[src/rtl/burst_seq_pkg.sv]
package burst_seq_pkg;

   typedef enum logic [1:0] {
      MODE_CONT     = 2'b00,
      MODE_WRAP     = 2'b01,
      MODE_FIXED    = 2'b10,
      MODE_CONT_ALT = 2'b11
   } burst_mode_e;

   typedef enum logic [2:0] {
      S_ASYNC,
      S_INIT,
      S_RUN,
      S_LAT,
      S_DONE
   } seq_state_e;

   localparam int CNT_W = 6;

   function automatic logic [CNT_W-1:0] len_words(input logic [1:0] sel);
      case (sel)
         2'b00:   len_words = CNT_W'(8);
         2'b01:   len_words = CNT_W'(16);
         default: len_words = CNT_W'(32);
      endcase
   endfunction

endpackage

[src/rtl/burst_next_addr.sv]
module burst_next_addr
   import burst_seq_pkg::*;
#(
   parameter int ADDR_W = 21
) (
   input  logic [ADDR_W-1:0] cur,
   input  logic [1:0]        mode,
   input  logic [1:0]        len_sel,
   output logic [ADDR_W-1:0] nxt,
   output logic              at_bound
);
   localparam int N_GRP = 3;

   logic [ADDR_W-1:0] wrap_c [N_GRP];
   logic [ADDR_W-1:0] lin;

   // one wrap candidate per group size: 8, 16, 32 words
   for (genvar g = 0; g < N_GRP; g++) begin : g_wrap
      localparam int K = 3 + g;
      always_comb begin
         wrap_c[g] = cur;
         wrap_c[g][K-1:0] = cur[K-1:0] + K'(1);
      end
   end

   assign lin      = cur + ADDR_W'(1);
   assign at_bound = (lin[4:0] == 5'd0);

   always_comb begin
      if (burst_mode_e'(mode) == MODE_WRAP) begin
         case (len_sel)
            2'b00:   nxt = wrap_c[0];
            2'b01:   nxt = wrap_c[1];
            default: nxt = wrap_c[2];
         endcase
      end else begin
         nxt = lin;
      end
   end

endmodule

[src/rtl/burst_tick_counter.sv]
module burst_tick_counter #(
   parameter int W = 4
) (
   input  logic         clk,
   input  logic         rst_n,
   input  logic         load,
   input  logic [W-1:0] load_val,
   input  logic         dec,
   output logic         last
);
   logic [W-1:0] cnt;

   always_ff @(posedge clk or negedge rst_n) begin
      if (!rst_n)                cnt <= '0;
      else if (load)             cnt <= load_val;
      else if (dec && cnt != 0)  cnt <= cnt - W'(1);
   end

   assign last = (cnt == W'(1));

endmodule

[src/rtl/burst_addr_seq.sv]
module burst_addr_seq
   import burst_seq_pkg::*;
#(
   parameter int ADDR_W    = 21,
   parameter int WAIT_W    = 4,
   parameter int BOUND_LAT = 1
) (
   input  logic              clk,
   input  logic              rst_n,
   input  logic              ce_n,
   input  logic              adv_n,
   input  logic [ADDR_W-1:0] start_addr,
   input  logic [1:0]        mode,
   input  logic [1:0]        len_sel,
   input  logic [WAIT_W-1:0] wait_cfg,
   output logic              sync_mode,
   output logic [ADDR_W-1:0] addr,
   output logic              ready,
   output logic              burst_end
);
   localparam int LAT_BITS = $clog2(BOUND_LAT + 1);
   localparam int TMR_W    = (WAIT_W > LAT_BITS) ? WAIT_W : ((LAT_BITS > 0) ? LAT_BITS : 1);
   localparam bit LAT_EN   = (BOUND_LAT > 0);

   if (ADDR_W < 6) begin : g_chk_aw
      $error("ADDR_W must be at least 6");
   end
   if (WAIT_W < 1) begin : g_chk_ww
      $error("WAIT_W must be at least 1");
   end
   if (BOUND_LAT < 0) begin : g_chk_lat
      $error("BOUND_LAT must not be negative");
   end

   seq_state_e        state;
   logic [1:0]        mode_q;
   logic [1:0]        len_q;
   logic [CNT_W-1:0]  beats;
   logic              lat_arm;
   logic [ADDR_W-1:0] nxt;
   logic              at_bound;
   logic              capture;
   logic              run_step;
   logic              fixed_done;
   logic              go_lat;
   logic              tmr_load;
   logic              tmr_dec;
   logic              tmr_last;
   logic [TMR_W-1:0]  tmr_val;
   logic              start_unaligned;

   burst_next_addr #(.ADDR_W(ADDR_W)) u_next (
      .cur      (addr),
      .mode     (mode_q),
      .len_sel  (len_q),
      .nxt      (nxt),
      .at_bound (at_bound)
   );

   assign capture    = !ce_n && !adv_n;
   assign run_step   = !ce_n && adv_n && (state == S_RUN);
   assign fixed_done = (burst_mode_e'(mode_q) == MODE_FIXED) &&
                       (CNT_W'(beats + CNT_W'(1)) == len_words(len_q));
   assign start_unaligned = |start_addr[2:0];

   if (LAT_EN) begin : g_lat
      assign go_lat = lat_arm && at_bound && !fixed_done;
   end else begin : g_nolat
      assign go_lat = 1'b0;
   end

   assign tmr_load = capture || (run_step && go_lat);
   assign tmr_val  = capture ? TMR_W'(wait_cfg) : TMR_W'(BOUND_LAT);
   assign tmr_dec  = !ce_n && adv_n && (state == S_INIT || state == S_LAT);

   burst_tick_counter #(.W(TMR_W)) u_tmr (
      .clk      (clk),
      .rst_n    (rst_n),
      .load     (tmr_load),
      .load_val (tmr_val),
      .dec      (tmr_dec),
      .last     (tmr_last)
   );

   always_ff @(posedge clk or negedge rst_n) begin
      if (!rst_n) begin
         state   <= S_ASYNC;
         addr    <= '0;
         mode_q  <= 2'b00;
         len_q   <= 2'b00;
         beats   <= '0;
         lat_arm <= 1'b0;
      end else if (ce_n) begin
         state   <= S_ASYNC;
         lat_arm <= 1'b0;
      end else if (!adv_n) begin
         addr    <= start_addr;
         mode_q  <= mode;
         len_q   <= len_sel;
         beats   <= '0;
         lat_arm <= LAT_EN && (burst_mode_e'(mode) != MODE_WRAP) && start_unaligned;
         state   <= (wait_cfg == '0) ? S_RUN : S_INIT;
      end else begin
         case (state)
            S_INIT, S_LAT: begin
               if (tmr_last) state <= S_RUN;
            end
            S_RUN: begin
               if (fixed_done) begin
                  state <= S_DONE;
               end else begin
                  addr  <= nxt;
                  beats <= beats + CNT_W'(1);
                  if (go_lat) begin
                     lat_arm <= 1'b0;
                     state   <= S_LAT;
                  end
               end
            end
            default: ;
         endcase
      end
   end

   assign sync_mode = (state != S_ASYNC);
   assign ready     = (state == S_RUN);
   assign burst_end = (state == S_DONE);

endmodule

[config.mk]
export PLATFORM = sky130hd
export DESIGN_NAME = burst_addr_seq
export DESIGN_NICKNAME = d
export VERILOG_FILES = /design/src/rtl/burst_seq_pkg.sv /design/src/rtl/burst_next_addr.sv /design/src/rtl/burst_tick_counter.sv /design/src/rtl/burst_addr_seq.sv
export SDC_FILE = /design/constraint.sdc
export NUM_CORES = 1
export LEC_CHECK = 0
export ABC_AREA = 1
export BUFFER_PORTS_ARGS = -buffer_cell sky130_fd_sc_hd__clkbuf_2
export CELL_PAD_IN_SITES_DETAIL_PLACEMENT = 1
export CELL_PAD_IN_SITES_GLOBAL_PLACEMENT = 2
export CORE_MARGIN = 1
export CORE_UTILIZATION = 32
export DETAILED_ROUTE_END_ITERATION = 10
export GPL_TIMING_DRIVEN = 0
export MAX_ROUTING_LAYER = met4
export PLACE_DENSITY_LB_ADDON = 0.1
export SLEW_MARGIN = 20
export SYNTH_ARGS = -nofsm -noshare
export SYNTH_HDL_FRONTEND = slang
export SYNTH_SLANG_ARGS = --single-unit
[constraint.sdc]
create_clock -name clk -period 3.8 [get_ports clk]
set_input_delay 0.38 -clock clk [delete_from_list [all_inputs] [get_ports clk]]
set_output_delay 0.38 -clock clk [all_outputs]
set_load 0.02 [all_outputs]
==> impl_results.md, run 1 <==
- Hold Worst Slack: 0.224 ns
- Final Slew Violations: 0
- Routed Antenna Nets: 0
- GP Congestion: 0.835
- Multi-input gate area: 1600 um^2
- Die Y: 95.8 um
- Net count, final: 514
- CP Capture Type: register
- Endpoints failing hold: 0
- Layout area overhead: 17.7%
- R2R setup slack: 1.56 ns
- Syn nets: 451
- # IOs: 57
- Initial Util: 0.336
- DPL Wire Length: 6940 um
- Most frequent cell after synthesis: nand2_1
- DR iter-0 viols: 74
- Layout cells sized above 1: 0.200
- Top post-synthesis cells by count: 136 x nand2_1, 44 x inv_1, 41 x nand3_1
- Slew at the pin with the worst max-slew slack: 0.947 ns
- Worst r2r src: addr[0]
- Setup bufs post-CTS: 0
- Part of the Yosys area used for sequential elements: 0.347
- Total track usage: 0.212
- CTS tree: built
- Seq. cell area: 976 um^2
- Placeable Area: 8380 um^2
- Post-synth EDFFs: 0
- Root Driver: clkbuf_8
- RSZ-0062 raised after global routing: false
- Worst-path cell chain: ha_1 -> nand2_1 -> nor2_1 -> xor2_1 -> nor3_2 -> nor2_1 -> a21oi_1 -> nand3_1 -> o21ai_1
- Primary FF master, synth: dfrtp_1
- Dpl ws: 1.56 ns
- CP required: 4.03 ns
- Post-route setup TNS: 0 ns
- Area post-placement: 3230 um^2
- Vias: 2,893
- Max_cap viols: 0
- Routed WL per cell: 14.9 um
- Yosys cell types: 38
- CP bufs+invs: 0
- Stages on worst setup path: 9
- Avg Synthesized Cell Area: 6.83 um^2
- Clk buf depth: 2
- Drt drc: 0
- Worst-path clk slew: 0.08 ns
- Initial antenna violation count: 0
- Overall die width: 95.8 um
- Fin crit period: 2.24 ns
- #FFs+latches synth: 39
- First-pass GRT wire length: 14,500 um
- Total Wirelength: 8670 um
- Via density: 4.98
- Post-Syn Area: 2810 um^2
- Die area: 9170 um^2
- # fillers: 1,122
- Critical Path Most Common Cell: nor2_1
- Setup crit end: state[0]
- Setup ws final: 1.56 ns
- Max FO, Critical Path: 8
- R2r endpoint: state[0]
- Max-Slew Margin vs Limit: 0.369
- GRT Residual Overflow: 0
- IO buf count: 56
- Worst VDD drop: 0.198 mV
- Min-Delay Path Class: in2async
- CTS Buf Count: 5
- Leading area contributor after synthesis: dfrtp_1
- Total power draw: 1.45 mW
- CP peak stage delay: 0.51 ns
- H-Tree Depth: 2
- Design area: 3310 um^2
- Synth Instances: 412
- Lkg Pwr: 1.63 nW
- Yosys Warn Count: 0
- Placed cells: 573
- CP arrival: 2.47 ns
- Total clock sinks: 39
- # diodes: 0
- # setup viols final: 0
- Non-filler cells, final: 581
- Clk Latency, worst-skew pair: 0.30 ns
- Top cell type's share of synthesized area: 0.347
- Largest net degree at the start of global routing: 40
- Area contributors post-synth: dfrtp_1 35%, nand2_1 18%, nand3_1 7.3%
- Vias in the first global route: 2,896
- Fin util: 0.395
- # resized after CTS: 0
- Skew final: 0.00335 ns
- Family with the most delay on the worst path: simple AND/OR/NAND/NOR gates
- Critical path's slowest cell: dfrtp_1
- Path depth of the worst reg2reg path: 9
- Post-synthesis async set-or-reset flop share: 1.00
- Run status: completed
- DR pass1 iterations: 4
- Pwr dens: 437 nW/um^2
- CTS Hold Bufs: 0
- Setup Crit Path Kind: reg2reg
- Worst setup SP type: register
- FMAX: 446 MHz
- Tcrit/Tclk final: 0.590
- FP Rows: 33
- Crit path launch: addr[0]
==> report_power, final <==
group	internal [mW]	switching [mW]
sequential	0.498	0.122
clock	0.129	0.164
combinational	0.196	0.338
total	0.822	0.624
==> flip-flops by register name (all words and copies together), names as in the netlist <==
signal / cells
lat_arm: 1
u_tmr.cnt: 4
addr: 21
state: 3
beats: 6
mode_q: 2
len_q: 2
==> cell usage in the layout, fill, tap and decap left out, types with 2 or more instances in the layout <==
cell type,Yosys,routed
nand4_1,6,6
a21oi_1,9,9
nor2_2,4,4
buf_6,3,3
o21ai_1,3,3
or2_2,3,3
nand2_4,2,2
nor3_1,13,13
buf_2,1,2
o22ai_1,2,2
o21bai_1,2,2
o21ai_2,6,6
o21ai_0,26,26
clkbuf_8,0,5
clkbuf_2,0,55
clkbuf_1,4,5
a32oi_1,2,2
xnor2_1,2,2
nand3_2,4,4
nand2_1,136,136
nor2_1,31,31
inv_1,44,44
xor2_1,5,5
dfrtp_1,39,39
a22oi_1,3,3
ha_1,6,6
nand2_2,3,3
nand3_1,41,41
==> cell families after synthesis <==
group                    share of synthesized area
adder cells (fa/ha/maj)                     0.0267
XOR/XNOR                                    0.0218
flip-flops                                   0.347
AND/OR/NAND/NOR                              0.391
AO/OA/AOI/OAI                                0.127
buffers and inverters                       0.0863
==> worst reg2reg max path: stages (launching register included) <==
cell and delay (ns):
dfrtp_1 0.51, ha_1 0.28, nand2_1 0.10, nor2_1 0.30, xor2_1 0.16, nor3_2 0.24
nor2_1 0.07, a21oi_1 0.28, nand3_1 0.14, o21ai_1 0.10
==> per-layer routing <==
| metal | GRT usage | share of wire |
|---|---|---|
| met1 | 0.290 | 0.53 |
| met5 | - | 0 |
| met3 | 0.0261 | 0.023 |
| met2 | 0.342 | 0.44 |
| met4 | 0.0299 | 0.0052 |
==> worst min path at each step <==
stage,from,endpoint,slack [ns],cells after the start
floorplan,rst_n,addr[0],0.08,0
global placement,len_q[0],len_q[0],0.49,2
detailed placement,len_q[0],len_q[0],0.49,2
finish,rst_n,beats[5],0.22,1
global route,len_sel[0],len_q[0],0.28,3
CTS,len_sel[0],len_q[0],0.29,3
==> cell type report <==
cell class	count	area share
Clock buffer	6	0.0219
Multi-Input combinational cell	319	0.482
Tap cell	105	0.0397
Inverter	45	0.0510
Timing Repair Buffer	56	0.0847
Sequential cell	39	0.295
Clock inverter	2	0.00378
Buffer	9	0.0223
(Power assumes the default switching activity.)
==> run 2: changes to the inputs <==
- ABC_AREA: 1 -> 0
- CORE_UTILIZATION: 32 -> 31
- clock period: 3.8 -> 2.2 ns (I/O delays scaled with it)
==> run 2 against run 1 <==
Compared with the run above: the run now ends with setup timing left; total power increased by 51%; count of clock-buffer cells in the layout unchanged; wire length up 9.2%; sequential share of layout area is 1.7 points lower; final cell count down 16%; die area shrank 5.9%; sequential power up 52%; register-to-register slack worse by 1.8 ns; cell area increased by 6.1%.
==> impl_results.md, run 2 <==
- Fin util: 0.448 (+0.0527)
- Commonest non-fill, non-tap cell in the layout: clkbuf_2
- Max_cap viols: 0 (unchanged)
- Area contributors post-synth: dfrtp_1 38%, nand2_1 5.1%, nor2_1 4.3%
- # setup viols final: 35 (+35)
- Commonest cells after routing, fill and taps aside: 53 x clkbuf_2, 38 x dfrtp_1, 31 x nand2_1, 27 x nor2_1, 18 x nand3_1
- IO buf count: 54 (-3.6%)
- Clk Latency, worst-skew pair: 0.30 ns (about the same)
- CTS tree: built
- DR pass1 iterations: 4 (unchanged)
- Syn nets: 350 (-22%)
- Largest family of logic cells by synthesized area: simple AND/OR/NAND/NOR gates
- Biggest regs: addr: 21 flops, beats: 6 flops, u_tmr.cnt: 4 flops
- Part of the Yosys area used for sequential elements: 0.381 (+0.0342)
- Yosys cell types: 53 (+39%)
- Die area: 8630 um^2 (-5.9%)
- Top post-synthesis cells by count: 39 x dfrtp_1, 35 x nand2_1, 29 x nor2_1
- Post-Syn Area: 2560 um^2 (-9.0%)
- Vias: 2,813 (-2.8%)
- Leading area contributor after synthesis: dfrtp_1
- CTS Buf Count: 5 (unchanged)
- Die Y: 92.9 um (-3.0%)
- Drt drc: 0 (unchanged)
- Overall die width: 92.9 um (-3.0%)
- Compound-Gate Fraction of Synth Area: 0.244 (+0.117)
- Run status: complete, but fails checks
- DPL Wire Length: 6680 um (-3.7%)
- GRT Residual Overflow: 0 (unchanged)
- First-pass GRT wire length: 15,400 um (+6.4%)
- Setup ws final: -0.253 ns (-1.81 ns)
- Min-Delay Path Class: in2async
- Failing checks: setup timing
- CP required: 2.40 ns (-1.63 ns)
- Primary FF master, synth: dfrtp_1
- Path depth of the worst reg2reg path: 10 (+1)
- H-Tree Depth: 2 (unchanged)
- Setup crit end: addr[3]
- R2r endpoint: addr[3]
- Critical Path Most Common Cell: buf_6
- Mux cell area share after synthesis: 0.0127 (+0.0127)
- # diodes: 0 (unchanged)
- R2R setup slack: -0.25 ns (-1.81 ns)
- Endpoints failing hold: 0 (unchanged)
- DR iter-0 viols: 101 (+36%)
- Placeable Area: 7850 um^2 (-6.4%)
- Stages on worst setup path: 10 (+1)
- Initial antenna violation count: 0 (unchanged)
- Tcrit/Tclk final: 1.11 (+0.525)
- Worst setup SP type: register
- Post-synth EDFFs: 0 (unchanged)
- Net count, final: 425 (-17%)
- Root Driver: clkbuf_8
- Multi-input gate area: 1720 um^2 (+7.7%)
- Routed WL per cell: 19.4 um (+30%)
- Total Wirelength: 9460 um (+9.2%)
- RSZ-0062 raised after global routing: true
- FP Rows: 32 (-3.0%)
- Slew at the pin with the worst max-slew slack: 0.952 ns (+0.00499 ns)
- # fillers: 991 (-12%)
- Crit path launch: beats[0]
- Skew final: 0.0104 ns (+0.00702 ns)
- Largest Register: addr
- CP arrival: 2.66 ns (+0.19 ns)
- FMAX: 408 MHz (-8.6%)
- #FFs+latches synth: 39 (unchanged)
- Worst-path clk slew: 0.09 ns (about the same)
- Critical path's slowest cell: dfrtp_2
- Worst VDD drop: 0.270 mV (+36%)
- Via density: 5.75 (+16%)
- Worst-path cell chain: ha_4 -> buf_6 -> xnor2_2 -> nand3_1 -> or2_4 -> a2111o_1 -> and2_4 -> buf_6 -> and3_1 -> a311oi_1
- # IOs: 57 (unchanged)
- Total track usage: 0.238 (+0.0263)
- CTS Hold Bufs: 0 (unchanged)
- Post-route setup TNS: -4.59 ns (-4.59 ns)
- Met2 Use GR: 0.373 (+0.0303)
- GRT busiest layer: met2
- Routed Antenna Nets: 0 (unchanged)
- Global Route met3 Usage: 0.0296 (+0.00349)
- Post-synthesis async set-or-reset flop share: 1.00 (unchanged)
- Layout cells sized above 1: 0.313 (+0.113)
- Clk buf depth: 2 (unchanged)
- Worst r2r src: beats[0]
- Seq. cell area: 977 um^2 (+0.13%)
- Fin crit period: 2.45 ns (+0.211 ns)
- Final Slew Violations: 0 (unchanged)
- Lkg Pwr: 1.44 nW (-12%)
- CP Capture Type: register
- GP Congestion: 0.855 (+2.4%)
- Pwr dens: 623 nW/um^2 (+43%)
- CP bufs+invs: 2 (+2)
- Max-Slew Margin vs Limit: 0.365 (-0.00332)
- Synth Instances: 311 (-25%)
- Avg Synthesized Cell Area: 8.24 um^2 (+21%)
- Total clock sinks: 39 (unchanged)
- Layout area overhead: 37.2%
- Family with the most delay on the worst path: simple AND/OR/NAND/NOR gates
- Most frequent cell after synthesis: dfrtp_1
- GRT met1 Usage: 0.322 (+0.0324)
- Initial Util: 0.326 (-0.00935)
- Total power draw: 2.19 mW (+51%)
- Max FO, Critical Path: 10 (+2)
- Largest net degree at the start of global routing: 40 (unchanged)
- Post-Synth XOR/XNOR Area: 0.0137 (-0.00811)
- Yosys Warn Count: 0 (unchanged)
- CP peak stage delay: 0.44 ns (-0.07 ns)
- Post-synthesis simple-gate area fraction: 0.276 (-0.115)
- Setup Crit Path Kind: reg2reg
- Max FFs per register: 21 (unchanged)
- Top cell type's share of synthesized area: 0.381 (+0.0342)
- Vias in the first global route: 2,838 (-2.0%)
- Post-synthesis adder-cell area fraction: 0.0293 (+0.00263)
[run 2: changes by cell type after synthesis, moves of 9 or more]
cell      previous run  this run
nand2_1            136        35
inv_1               44         9
nor4_1               0        10
a21oi_1              9        19
nand3_1             41        20
clkbuf_1             4        13
[run 2: kinds of logic after synthesis]
| logic type | Yosys count |
|---|---|
| compound gates | 91 |
| simple gates | 142 |
| fa+ha+maj | 6 |
| buf+inv | 26 |
| mux | 3 |
| flops | 39 |
| xor+xnor | 4 |
[run 2: metrics by stage]
step	cell area [um^2]	std cells	setup WS, ns	hold slack, ns
2_1_floorplan	2600	311	-0.111	-0.0756
3_3_place_gp	3000	467	-0.407	0.409
3_5_place_dp	3000	467	-0.437	0.421
4_1_cts	3420	488	-0.260	0.111
5_1_grt	3510	489	-0.377	0.114
6_report	3510	489	-0.253	0.0557
[run 2: how the worst min path moves through the flow]
stage | startpoint | endpoint | slack [ns]
5_1_grt | len_sel[1] | len_q[1] | 0.11
2_1_floorplan | rst_n | addr[0] | -0.08
4_1_cts | len_sel[1] | len_q[1] | 0.11
6_report | rst_n | u_tmr.cnt[2] | 0.06
3_3_place_gp | len_sel[0] | len_q[0] | 0.41
3_5_place_dp | len_sel[1] | len_q[1] | 0.42
[run 2: power by group]
part | internal, mW | switching, mW | total, mW
Combinational | 0.229 | 0.370 | 0.599
Sequential | 0.806 | 0.132 | 0.938
Clock | 0.368 | 0.283 | 0.651
Total | 1.40 | 0.785 | 2.19
[run 2: area by class of cell]
| class | instances | share of cell area |
|---|---|---|
| multi-input cells | 246 | 0.489 |
| well taps | 102 | 0.0363 |
| repair buffers | 69 | 0.126 |
| clock buffers | 6 | 0.0235 |
| inverters | 9 | 0.00962 |
| plain buffers | 16 | 0.0278 |
| clock inverters | 2 | 0.00997 |
| flip-flops and latches | 39 | 0.278 |
[run 2: repair_timing]
action                                  in CTS  in global routing
cloned                                       2                  0
resized for setup                           39                 27
pin swaps                                   11                 13
endpoints found under the setup margin      35                 35
setup buffers                               11                  4
[run 2: per-layer routing]
metal,vias to the layer above,wire length (um)
li1,1327,-
met4,0,169
met2,71,4310
met5,-,0
met1,1398,4530
met3,17,452
